### src/rtl/mpx_pkg.sv
// Package: shared types for the multi-drop mute controller.
// Assumes nothing beyond a 1-bit wake-method select.
package mpx_pkg;

    // Wake method selected by software.
    typedef enum logic {
        WAKE_IDLE = 1'b0,
        WAKE_ADDR = 1'b1
    } wake_e;

endpackage

### src/rtl/mpx_addr_decode.sv
// Module: mpx_addr_decode
// Classifies a received byte as an address byte and compares its
// node field with the programmed node address. Purely combinational.
// Assumes the address marker is the byte's MSB and that the node field
// occupies the ADDR_W least significant bits.
module mpx_addr_decode
    import mpx_pkg::*;
#(
    parameter int unsigned DATA_W = 8,
    parameter int unsigned ADDR_W = 4
) (
    input  logic [DATA_W-1:0] rx_byte,
    input  logic [ADDR_W-1:0] node_addr,
    input  wake_e             wake,
    output logic              is_addr,
    output logic              addr_hit
);

    localparam int unsigned MARK_BIT = DATA_W - 1;

    // Address marker only has meaning in address-mark mode.
    always_comb begin
        is_addr  = (wake == WAKE_ADDR) && rx_byte[MARK_BIT];
        addr_hit = (rx_byte[ADDR_W-1:0] == node_addr);
    end

endmodule

### src/rtl/mpx_mute_fsm.sv
// Module: mpx_mute_fsm
// Holds the mute state and decides whether each received event is
// passed on to the host flags. Hardware events from the line take
// priority over software writes in the same cycle.
// Assumes rx_valid and idle_det are single-cycle strobes.
module mpx_mute_fsm
    import mpx_pkg::*;
(
    input  logic  clk,
    input  logic  rst_n,
    input  logic  rx_valid,
    input  logic  idle_det,
    input  logic  is_addr,
    input  logic  addr_hit,
    input  wake_e wake,
    input  logic  mute_wr,
    input  logic  mute_wdata,
    output logic  mute,
    output logic  deliver,
    output logic  idle_evt
);

    logic idle_wake;
    logic addr_wake;
    logic addr_drop;
    logic hw_clr;

    // Classify this cycle's line events against the current mute state.
    always_comb begin
        idle_wake = mute && (wake == WAKE_IDLE) && idle_det;
        addr_wake = mute && rx_valid && is_addr && addr_hit;
        addr_drop = rx_valid && is_addr && !addr_hit;
        hw_clr    = idle_wake || addr_wake;
        deliver   = rx_valid && !addr_drop && (!mute || addr_wake);
        idle_evt  = idle_det && !mute;
    end

    // Mute register: hardware clear, then hardware set, then software.
    always_ff @(posedge clk) begin
        if (!rst_n) begin
            mute <= 1'b0;
        end else if (hw_clr) begin
            mute <= 1'b0;
        end else if (addr_drop) begin
            mute <= 1'b1;
        end else if (mute_wr) begin
            mute <= mute_wdata;
        end
    end

endmodule

### src/rtl/mpx_flag_unit.sv
// Module: mpx_flag_unit
// Host-visible receive flags and data holding register. A set request
// wins over a clear request arriving in the same cycle.
// Assumes deliver and idle_evt are already gated by the mute state.
module mpx_flag_unit #(
    parameter int unsigned DATA_W = 8
) (
    input  logic              clk,
    input  logic              rst_n,
    input  logic              deliver,
    input  logic [DATA_W-1:0] rx_byte,
    input  logic              idle_evt,
    input  logic              data_read,
    input  logic              idle_ack,
    output logic              rx_ready,
    output logic [DATA_W-1:0] rx_data,
    output logic              idle_flag
);

    // Data-ready flag: set on delivery, cleared by a host read.
    always_ff @(posedge clk) begin
        if (!rst_n) begin
            rx_ready <= 1'b0;
        end else if (deliver) begin
            rx_ready <= 1'b1;
        end else if (data_read) begin
            rx_ready <= 1'b0;
        end
    end

    // Data holding register: loaded only by a delivered byte.
    always_ff @(posedge clk) begin
        if (!rst_n) begin
            rx_data <= '0;
        end else if (deliver) begin
            rx_data <= rx_byte;
        end
    end

    // Idle flag: set on an unmuted idle frame, cleared by acknowledge.
    always_ff @(posedge clk) begin
        if (!rst_n) begin
            idle_flag <= 1'b0;
        end else if (idle_evt) begin
            idle_flag <= 1'b1;
        end else if (idle_ack) begin
            idle_flag <= 1'b0;
        end
    end

endmodule

### src/rtl/mpx_mute_ctrl.sv
// Module: mpx_mute_ctrl (top)
// Receive-side mute controller for a multi-drop serial node. Gates
// received bytes and idle frames with a mute state that is left either
// on an idle frame or on a matching address byte.
// Assumes a deserializer upstream that produces one-cycle strobes.
module mpx_mute_ctrl
    import mpx_pkg::*;
#(
    parameter int unsigned DATA_W = 8,
    parameter int unsigned ADDR_W = 4
) (
    input  logic              clk,
    input  logic              rst_n,
    input  logic              rx_valid,
    input  logic [DATA_W-1:0] rx_byte,
    input  logic              idle_det,
    input  logic              mute_wr,
    input  logic              mute_wdata,
    input  logic              wake_sel,
    input  logic [ADDR_W-1:0] node_addr,
    input  logic              data_read,
    input  logic              idle_ack,
    input  logic              irq_en,
    output logic              mute,
    output logic              rx_ready,
    output logic [DATA_W-1:0] rx_data,
    output logic              idle_flag,
    output logic              rx_irq
);

    wake_e wake;
    logic  is_addr;
    logic  addr_hit;
    logic  deliver;
    logic  idle_evt;

    // Map the raw select onto the wake-method type.
    always_comb wake = wake_e'(wake_sel);

    mpx_addr_decode #(
        .DATA_W (DATA_W),
        .ADDR_W (ADDR_W)
    ) u_dec (
        .rx_byte   (rx_byte),
        .node_addr (node_addr),
        .wake      (wake),
        .is_addr   (is_addr),
        .addr_hit  (addr_hit)
    );

    mpx_mute_fsm u_fsm (
        .clk        (clk),
        .rst_n      (rst_n),
        .rx_valid   (rx_valid),
        .idle_det   (idle_det),
        .is_addr    (is_addr),
        .addr_hit   (addr_hit),
        .wake       (wake),
        .mute_wr    (mute_wr),
        .mute_wdata (mute_wdata),
        .mute       (mute),
        .deliver    (deliver),
        .idle_evt   (idle_evt)
    );

    mpx_flag_unit #(
        .DATA_W (DATA_W)
    ) u_flags (
        .clk       (clk),
        .rst_n     (rst_n),
        .deliver   (deliver),
        .rx_byte   (rx_byte),
        .idle_evt  (idle_evt),
        .data_read (data_read),
        .idle_ack  (idle_ack),
        .rx_ready  (rx_ready),
        .rx_data   (rx_data),
        .idle_flag (idle_flag)
    );

    // Interrupt request: any pending flag, enabled, and not muted.
    always_comb rx_irq = irq_en && !mute && (rx_ready || idle_flag);

endmodule

### config.mk
export PLATFORM = sky130hd
export DESIGN_NAME = mpx_mute_ctrl
export DESIGN_NICKNAME = d
export VERILOG_FILES = /design/src/rtl/mpx_pkg.sv /design/src/rtl/mpx_addr_decode.sv /design/src/rtl/mpx_mute_fsm.sv /design/src/rtl/mpx_flag_unit.sv /design/src/rtl/mpx_mute_ctrl.sv
export SDC_FILE = /design/constraint.sdc
export NUM_CORES = 1
export LEC_CHECK = 0
export ABC_AREA = 0
export CAP_MARGIN = 20
export CORE_UTILIZATION = 42
export DETAILED_ROUTE_END_ITERATION = 6
export PLACE_DENSITY = 0.8
export SLEW_MARGIN = 15
export SYNTH_ARGS = -nofsm -noshare
export SYNTH_HDL_FRONTEND = slang
export SYNTH_SLANG_ARGS = --single-unit
### constraint.sdc
create_clock -name clk -period 2 [get_ports clk]
set_input_delay 0.4 -clock clk [delete_from_list [all_inputs] [get_ports clk]]
set_output_delay 0.4 -clock clk [all_outputs]
set_load 0.01 [all_outputs]
-- Word level (Yosys, flattened, before mapping)
Index checks and enable logic that the tools add are counted.
- equal/unequal tests: 1
- multiplexer cells: 6
- bitwise logic cells: 2
- reduce and logical (&&, ||, !) cells: 23
- operator list (cell ; number):
    $logic_and A1 B1 Y1 ; 13
    $mux W1 ; 6
    $reduce_bool A2 Y1 ; 3
    $eq A4 B4 Y1 ; 1
    $logic_not A1 Y1 ; 3
    $logic_or A1 B1 Y1 ; 3
    $not A1 Y1 ; 2
    $reduce_or A2 Y1 ; 1
- register bits: 11
- input port bits: 22
- output and inout port bits: 12

-- Longest topological paths before layout
Gate-level depths: netlist (run 1).
- depth in word-level cells: 7
- mapped depth: 6

-- Hierarchy
Synthesis (run 1) repeated with hierarchy kept, for this count alone.
- cells, all modules: 51
- area, all modules: 525.5 um^2
- by module, submodules not included (module ; times used ; cells each ; area each (um^2)):
    mpx_flag_unit ; 1 ; 31 ; 369.1
    mpx_mute_fsm ; 1 ; 12 ; 86.3
    mpx_addr_decode ; 1 ; 6 ; 53.8
    mpx_mute_ctrl ; 1 ; 2 ; 16.3

-- Least setup slack after synthesis (run 1)
Ideal clock, no wire load.
- path kind: input -> register
- from: in rx_byte[3]
- to: reg u_fsm.mute
- arrival time: 1393 ps
- data required time: 1884 ps
- path slack: 491 ps
- stages on the path: 5
- path buffers: 1
- cells stage by stage: xor2_1 > nor4_4 > buf_6 > a21oi_2 > o211a_1
- word-level cells in the longest chain between the ends: 4
- elaborated cells on any way between the ends: 8
- those cells by class: eq/ne: 1; mux: 1; reduce/logical: 6
- RTL lines (element ; RTL line ; text):
    start, declared ; mpx_mute_ctrl.sv:15 ; input logic [DATA_W-1:0] rx_byte,
    $eq A4 B4 Y1 * ; mpx_addr_decode.sv:24 ; addr_hit = (rx_byte[ADDR_W-1:0] == node_addr);
    $logic_not A1 Y1 or $logic_and A1 B1 Y1 (tied branches) ; mpx_mute_fsm.sv:32, mpx_mute_fsm.sv:31 ;
    $logic_and A1 B1 Y1 or $logic_or A1 B1 Y1 (tied branches) ; mpx_mute_fsm.sv:32, mpx_mute_fsm.sv:33 ;
    $mux W1, or another cell as far along ; mpx_mute_fsm.sv:44 ; end else if (addr_drop) begin
    end signal, assigned ; mpx_mute_fsm.sv:47 ; mute <= mute_wdata;
    end, declared ; mpx_mute_fsm.sv:18 ; output logic mute,
Mark *: on every way between the ends. The rest lies on a longest branch, timed or not.
A chain may end at the register's enable or synchronous reset.

-- Final worst setup path (run 1)
- from: in irq_en
- to: out rx_irq
- word-level cells in the longest chain between the ends: 2
- RTL lines (element ; RTL line ; text):
    start, declared ; mpx_mute_ctrl.sv:23 ; input logic irq_en,
    $logic_and A1 B1 Y1 (2 in series) ; mpx_mute_ctrl.sv:82 ; always_comb rx_irq = irq_en && !mute && (rx_ready || idle_flag);
    end, declared ; mpx_mute_ctrl.sv:28 ; output logic rx_irq
Every way passes these cells.

==> results of run 1 <==
area by class of cell:
class,count,area share (%)
flip-flops and latches,11,20.32
repair buffers,38,36.26
well taps,16,1.848
inverters,2,0.6928
multi-input cells,61,38.45
clock buffers,4,2.425
sequential cells by signal, indices dropped and copies added (netlist names):
signal	count
u_flags.rx_ready	1
u_flags.idle_flag	1
u_fsm.mute	1
u_flags.rx_data	8
path summary, 6_finish.rpt:
check                                  start                         endpoint  slack [ns]
max                                   irq_en                           rx_irq        0.08
min          u_flags.rx_data[2]$_SDFFE_PN0P_  u_flags.rx_data[2]$_SDFFE_PN0P_        0.54
max reg2reg          u_fsm.mute$_SDFFE_PP0P_  u_flags.rx_data[5]$_SDFFE_PN0P_        0.73
min reg2reg  u_flags.rx_data[2]$_SDFFE_PN0P_  u_flags.rx_data[2]$_SDFFE_PN0P_        0.54
per-layer routing:
layer | up-vias | routed length [um] | track usage [%]
met5 | - | 0 | 0
met4 | 0 | 29 | 11.25
met3 | 4 | 129 | 3.404
met2 | 29 | 751 | 30.91
met1 | 338 | 785 | 25.46
li1 | 392 | - | -
cell usage in the layout, fill, tap and decap left out, types with 4 or more instances in the layout:
cell type	netlist	layout
dfxtp_1	11	11
a41oi_1	7	7
nand4_1	7	7
nand2_1	10	10
xor2_1	4	4
clkdlybuf4s50_1	0	33
nor3_1	7	7
o311ai_0	7	7
nor2b_1	4	4
cell families after synthesis:
| group | Yosys count | share of synthesized area (%) |
|---|---|---|
| AOI/OAI and AO/OA | 24 | 28.01 |
| xor gates and xnor gates | 4 | 5.026 |
| buffers and inverters | 11 | 8.617 |
| DFF | 11 | 31.60 |
| and+or+nand+nor | 33 | 26.75 |
tightest hold or removal path, stage by stage, from the launching register on:
cell and delay, ns:
dfxtp_1 0.31, nand2_1 0.07, o311ai_0 0.10
report_power, final:
group | total, mW | internal, mW | switching (mW)
Sequential | 0.245 | 0.235 | 0.00919
Clock | 0.156 | 0.0772 | 0.0789
Combinational | 0.179 | 0.103 | 0.0765
Total | 0.580 | 0.415 | 0.165
==> results.py, run 1 <==
metrics = {
    "synth": {
        "syn_inst": 83,
        "ys_warn_count": 0,
        "async_reset_ff_share_pct": 0,
        "synth_common_cells": "11 x dfxtp_1, 10 x nand2_1",
        "synth_top_area_share_pct": 31.60,
        "syn_area_per_cell_um2": 8.397,
        "ys.flop_type": "dfxtp_1",
        "seq_area_frac_synth_pct": 31.60,
        "yosysMostFrequentCell": "dfxtp_1",
        "ys_ff_latch": 11,
        "syn_area_um2": 696.9,
        "synth_fp_nets": 105,
        "yosysTopAreaCell": "dfxtp_1",
        "synth.area.top_cells": "dfxtp_1 32%, a41oi_1 8.8%, o311ai_0 8.8%",
        "ys_types": 23,
        "synth_edf_count": 0,
    },
    "drt": {
        "wl_per_cell_um": 12.85,
        "via_per_inst": 5.780,
        "vias": 763,
        "first_iter_violations": 12,
        "final_antenna_net_count": 0,
        "route.detailed.drc": 0,
        "wirelength_um": 1696,
        "dr.pass1.iters": 3,
    },
    "grt": {
        "grt_pass1_vias": 662,
        "antenna_found_initial": 0,
        "grt_first_pass_wirelength_um": 2739,
        "grt_max_degree": 26,
        "grt_overflow_total": 0,
        "track_usage_pct": 19.79,
    },
    "die": {
        "fp.coreArea_um2": 1524,
        "die_h_um": 42.74,
        "initial_utilization_pct": 45.73,
        "die_w_um": 42.74,
        "die-area_um2": 1826,
        "io_pins": 34,
        "num_rows": 14,
    },
    "clocking": {
        "cts_root_buffer": "clkbuf_4",
        "numCtsBuffers": 3,
        "cts_resized": 0,
        "h-tree-depth": 1,
        "clk_pin_slew_worst_paths_ns": 0.07,
        "cts_setup_buffers": 0,
        "cts_tree": "done",
        "insertion_delay_ns": 0.27,
        "cts_hold_buf": 0,
        "cts.sinks": 11,
        "cts_buffer_depth": 2,
    },
    "critical_path": {
        "path_cells": "clkdlybuf4s50_1, o211a_1, clkdlybuf4s50_1",
        "cpMostUsedCell": "clkdlybuf4s50_1",
        "cp.depth": 3,
        "end_kind": "output pin",
        "cpMaxStageDelayCell": "clkdlybuf4s50_1",
        "cp-start-kind": "primary input",
        "crit_family": "buffers and inverters",
        "path_max_fanout": 1,
        "worstRegToRegCells": 5,
        "arrival_ns": 1.52,
        "path_class": "in -> out",
        "max_stage_delay_ns": 0.52,
        "path_buf_inv": 2,
        "crit_required_ns": 1.60,
    },
    "cells_and_area": {
        "fin_cells": 132,
        "drive_above_1_share_pct": 8.621,
        "fin_util_pct": 71.10,
        "layout.area.seq_um2": 220.2,
        "fin_area_um2": 1084,
        "n_fill_cell": 129,
        "synthToLayoutAreaGrowth_pct": 55.48,
        "diodes": 0,
        "layout.nets": 139,
        "multi_input_area_um2": 416.7,
    },
    "sta": {
        "finClkSkew_ns": 0.0002514,
        "period_share_pct": 96.03,
        "rsz0062_at_grt": "false",
        "fin_tns_setup_ns": 0,
        "tightest_slew_ns": 0.3255,
        "period_needed_ns": 1.921,
        "finalHoldViolCount": 0,
        "hold_ws_ns": 0.5411,
        "setup_ws_ns": 0.07942,
        "fmax_ghz": 0.5207,
        "setup_violations": 0,
        "relSlewSlack_pct": 78.03,
        "finalMaxSlewViolations": 0,
    },
    "run": {
        "cap_violations": 0,
    },
    "power": {
        "max-vdd-ir-drop_mv": 0.3085,
        "leakage_nw": 0.3816,
        "p_total_uw": 579.9,
        "powerDensity_nw_per_um2": 535.2,
    },
    "place": {
        "port_buffers": 33,
        "post-place-cells": 128,
        "gp_congestion": 0.7315,
        "dpl.hpwl_um": 1162,
        "placed_area_um2": 1057,
        "dp_slack_ns": 0.04349,
    },
    "outcome": {
        "status": "finished clean",
    },
    "hold_path": {
        "holdPathStages": 2,
        "worstHoldPathType": "reg -> reg",
    },
}
Power figures use the tool's default switching activity.
==> run 2, diff against run 1 <==
--- a/config.mk
+++ b/config.mk
@@ -8,6 +8,7 @@
 export ABC_AREA = 0
 export CAP_MARGIN = 20
 export CORE_UTILIZATION = 42
+export CTS_BUF_LIST = sky130_fd_sc_hd__clkbuf_4 sky130_fd_sc_hd__clkbuf_8 sky130_fd_sc_hd__clkbuf_16
 export DETAILED_ROUTE_END_ITERATION = 6
 export PLACE_DENSITY = 0.8
 export SLEW_MARGIN = 15
==> run 2 against run 1 <==
Net effect:
- power rose by 2.1%
- flip-flop and latch count did not move
- clock skew rose by 0.0022 ns
- register-to-register slack barely moved
- clock power rose by 8%
- critical path type unchanged
- global-route usage rose by 0.088 points
- via count rose by 0.26%
- critical endpoint unchanged
- worst hold slack barely moved
==> results.py, run 2 (synthesized netlist as in run 1, its figures left out) <==
metrics = {
    "cells_and_area": {
        "final_common_cell": "clkdlybuf4s50_1",
        "diodes": 0,
        "drive_above_1_share_pct": 9.483,
        "regMostFlops": "u_flags.rx_data",
        "layout.nets": 139,
        "synthToLayoutAreaGrowth_pct": 56.01,
        "final_cell_mix": "33 x clkdlybuf4s50_1, 11 x dfxtp_1, 10 x nand2_1",
        "largest_reg_flops": 8,
    },
    "critical_path": {
        "cp-start-kind": "primary input",
        "end_kind": "output pin",
        "cpMaxStageDelayCell": "clkdlybuf4s50_1",
        "crit_family": "buffers and inverters",
        "arrival_ns": 1.52,
        "crit_required_ns": 1.60,
        "path_cells": "clkdlybuf4s50_1, o211a_1, clkdlybuf4s50_1",
        "cpMostUsedCell": "clkdlybuf4s50_1",
        "path_class": "in -> out",
        "path_buf_inv": 2,
        "rrSetupSlack_ns": 0.73,
        "path_max_fanout": 1,
        "max_stage_delay_ns": 0.52,
    },
    "sta": {
        "period_share_pct": 96.03,
        "period_needed_ns": 1.921,
        "finalHoldViolCount": 0,
        "finalMaxSlewViolations": 0,
        "fin_tns_setup_ns": 0,
        "setup_ws_ns": 0.07942,
        "tightest_slew_ns": 0.3254,
        "rsz0062_at_grt": "false",
        "hold_ws_ns": 0.5406,
        "setup_violations": 0,
        "fmax_ghz": 0.5207,
        "relSlewSlack_pct": 78.03,
        "finClkSkew_ns": 0.002464,
    },
    "clocking": {
        "cts_setup_buffers": 0,
        "clk_pin_slew_worst_paths_ns": 0.07,
        "cts_resized": 0,
        "cts_buffer_depth": 2,
        "cts.sinks": 11,
        "insertion_delay_ns": 0.27,
        "cts_hold_buf": 0,
        "numCtsBuffers": 3,
        "h-tree-depth": 1,
        "cts_root_buffer": "clkbuf_4",
        "cts_tree": "done",
    },
    "place": {
        "port_buffers": 33,
        "dp_slack_ns": 0.04349,
        "gp_congestion": 0.7315,
        "dpl.hpwl_um": 1162,
    },
    "outcome": {
        "status": "finished clean",
    },
    "power": {
        "leakage_nw": 0.3851,
        "pwr-share-comb_pct": 30.3,
        "intPower_uw": 428.9,
        "switching_share_pct": 27.57,
        "p_sw_uw": 163.3,
        "powerDensity_nw_per_um2": 544.7,
        "max-vdd-ir-drop_mv": 0.3386,
        "p_seq_share_pct": 41.3,
        "power.clock.fraction_pct": 28.4,
        "p_total_uw": 592.2,
    },
    "grt": {
        "antenna_found_initial": 0,
        "track_usage_pct": 19.88,
        "grt_pass1_vias": 669,
        "grt_overflow_total": 0,
        "grt_first_pass_wirelength_um": 2753,
        "grt_max_degree": 26,
    },
    "hold_path": {
        "worstHoldPathType": "reg -> reg",
    },
    "run": {
        "cap_violations": 0,
    },
    "drt": {
        "final_antenna_net_count": 0,
        "route.detailed.drc": 0,
        "vias": 765,
        "via_per_inst": 5.795,
        "dr.pass1.iters": 4,
        "wl_per_cell_um": 12.92,
        "first_iter_violations": 7,
        "wirelength_um": 1706,
    },
    "die": {
        "die_w_um": 42.74,
        "die-area_um2": 1826,
        "initial_utilization_pct": 45.73,
        "num_rows": 14,
        "fp.coreArea_um2": 1524,
        "io_pins": 34,
        "die_h_um": 42.74,
    },
}
[run 2: cell types whose count changed in the layout (fill, tap and decap cells not counted)]
| cell | before | now |
|---|---|---|
| clkbuf_4 | 3 | 4 |
| clkbuf_1 | 1 | 0 |
[run 2: worst paths after layout]
kind	startpoint	end	cells past startpoint
min	u_flags.rx_data[1]$_SDFFE_PN0P_	u_flags.rx_data[1]$_SDFFE_PN0P_	2
min reg2reg	u_flags.rx_data[1]$_SDFFE_PN0P_	u_flags.rx_data[1]$_SDFFE_PN0P_	2
max reg2reg	u_fsm.mute$_SDFFE_PP0P_	u_flags.rx_data[5]$_SDFFE_PN0P_	5
max	irq_en	rx_irq	3
[run 2: area by class of cell]
| cell class | count | area [um2] |
|---|---|---|
| Tap cell | 16 | 20.02 |
| Timing Repair Buffer | 38 | 392.9 |
| Inverter | 2 | 7.507 |
| Sequential cell | 11 | 220.2 |
| Clock buffer | 4 | 30.03 |
| Multi-Input combinational cell | 61 | 416.7 |
| Fill cell | 128 | 436.7 |
[run 2: worst min-delay path, cell delays in order (launching register included)]
cell,delay [ns]
dfxtp_1,0.31
nand2_1,0.07
o311ai_0,0.10
[run 2: power by group through the flow]
stage / sequential [mW] / combinational (mW) / clock [mW]
6_report: 0.245 / 0.179 / 0.168
5_1_grt: 0.247 / 0.193 / 0.188
4_1_cts: 0.245 / 0.180 / 0.174
3_5_place_dp: 0.249 / 0.179 / 0
3_3_place_gp: 0.249 / 0.176 / 0
2_1_floorplan: 0.257 / 0.0727 / 0
[run 2: stage by stage]
step	std cells	util [%]	cell area (um2)
detailed placement	128	69.38	1057
global route	132	71.35	1087
finish	132	71.35	1087
CTS	132	71.35	1087
global placement	128	69.38	1057
floorplan	83	-	696.9
[run 2: routing by layer]
| layer | global-route usage, % | vias to the layer above | wire length, um |
|---|---|---|---|
| met4 | 11.25 | 0 | 29 |
| met3 | 3.404 | 4 | 125 |
| met2 | 31.21 | 29 | 748 |
| met5 | 0 | - | 0 |
| li1 | - | 393 | - |
| met1 | 25.46 | 339 | 802 |
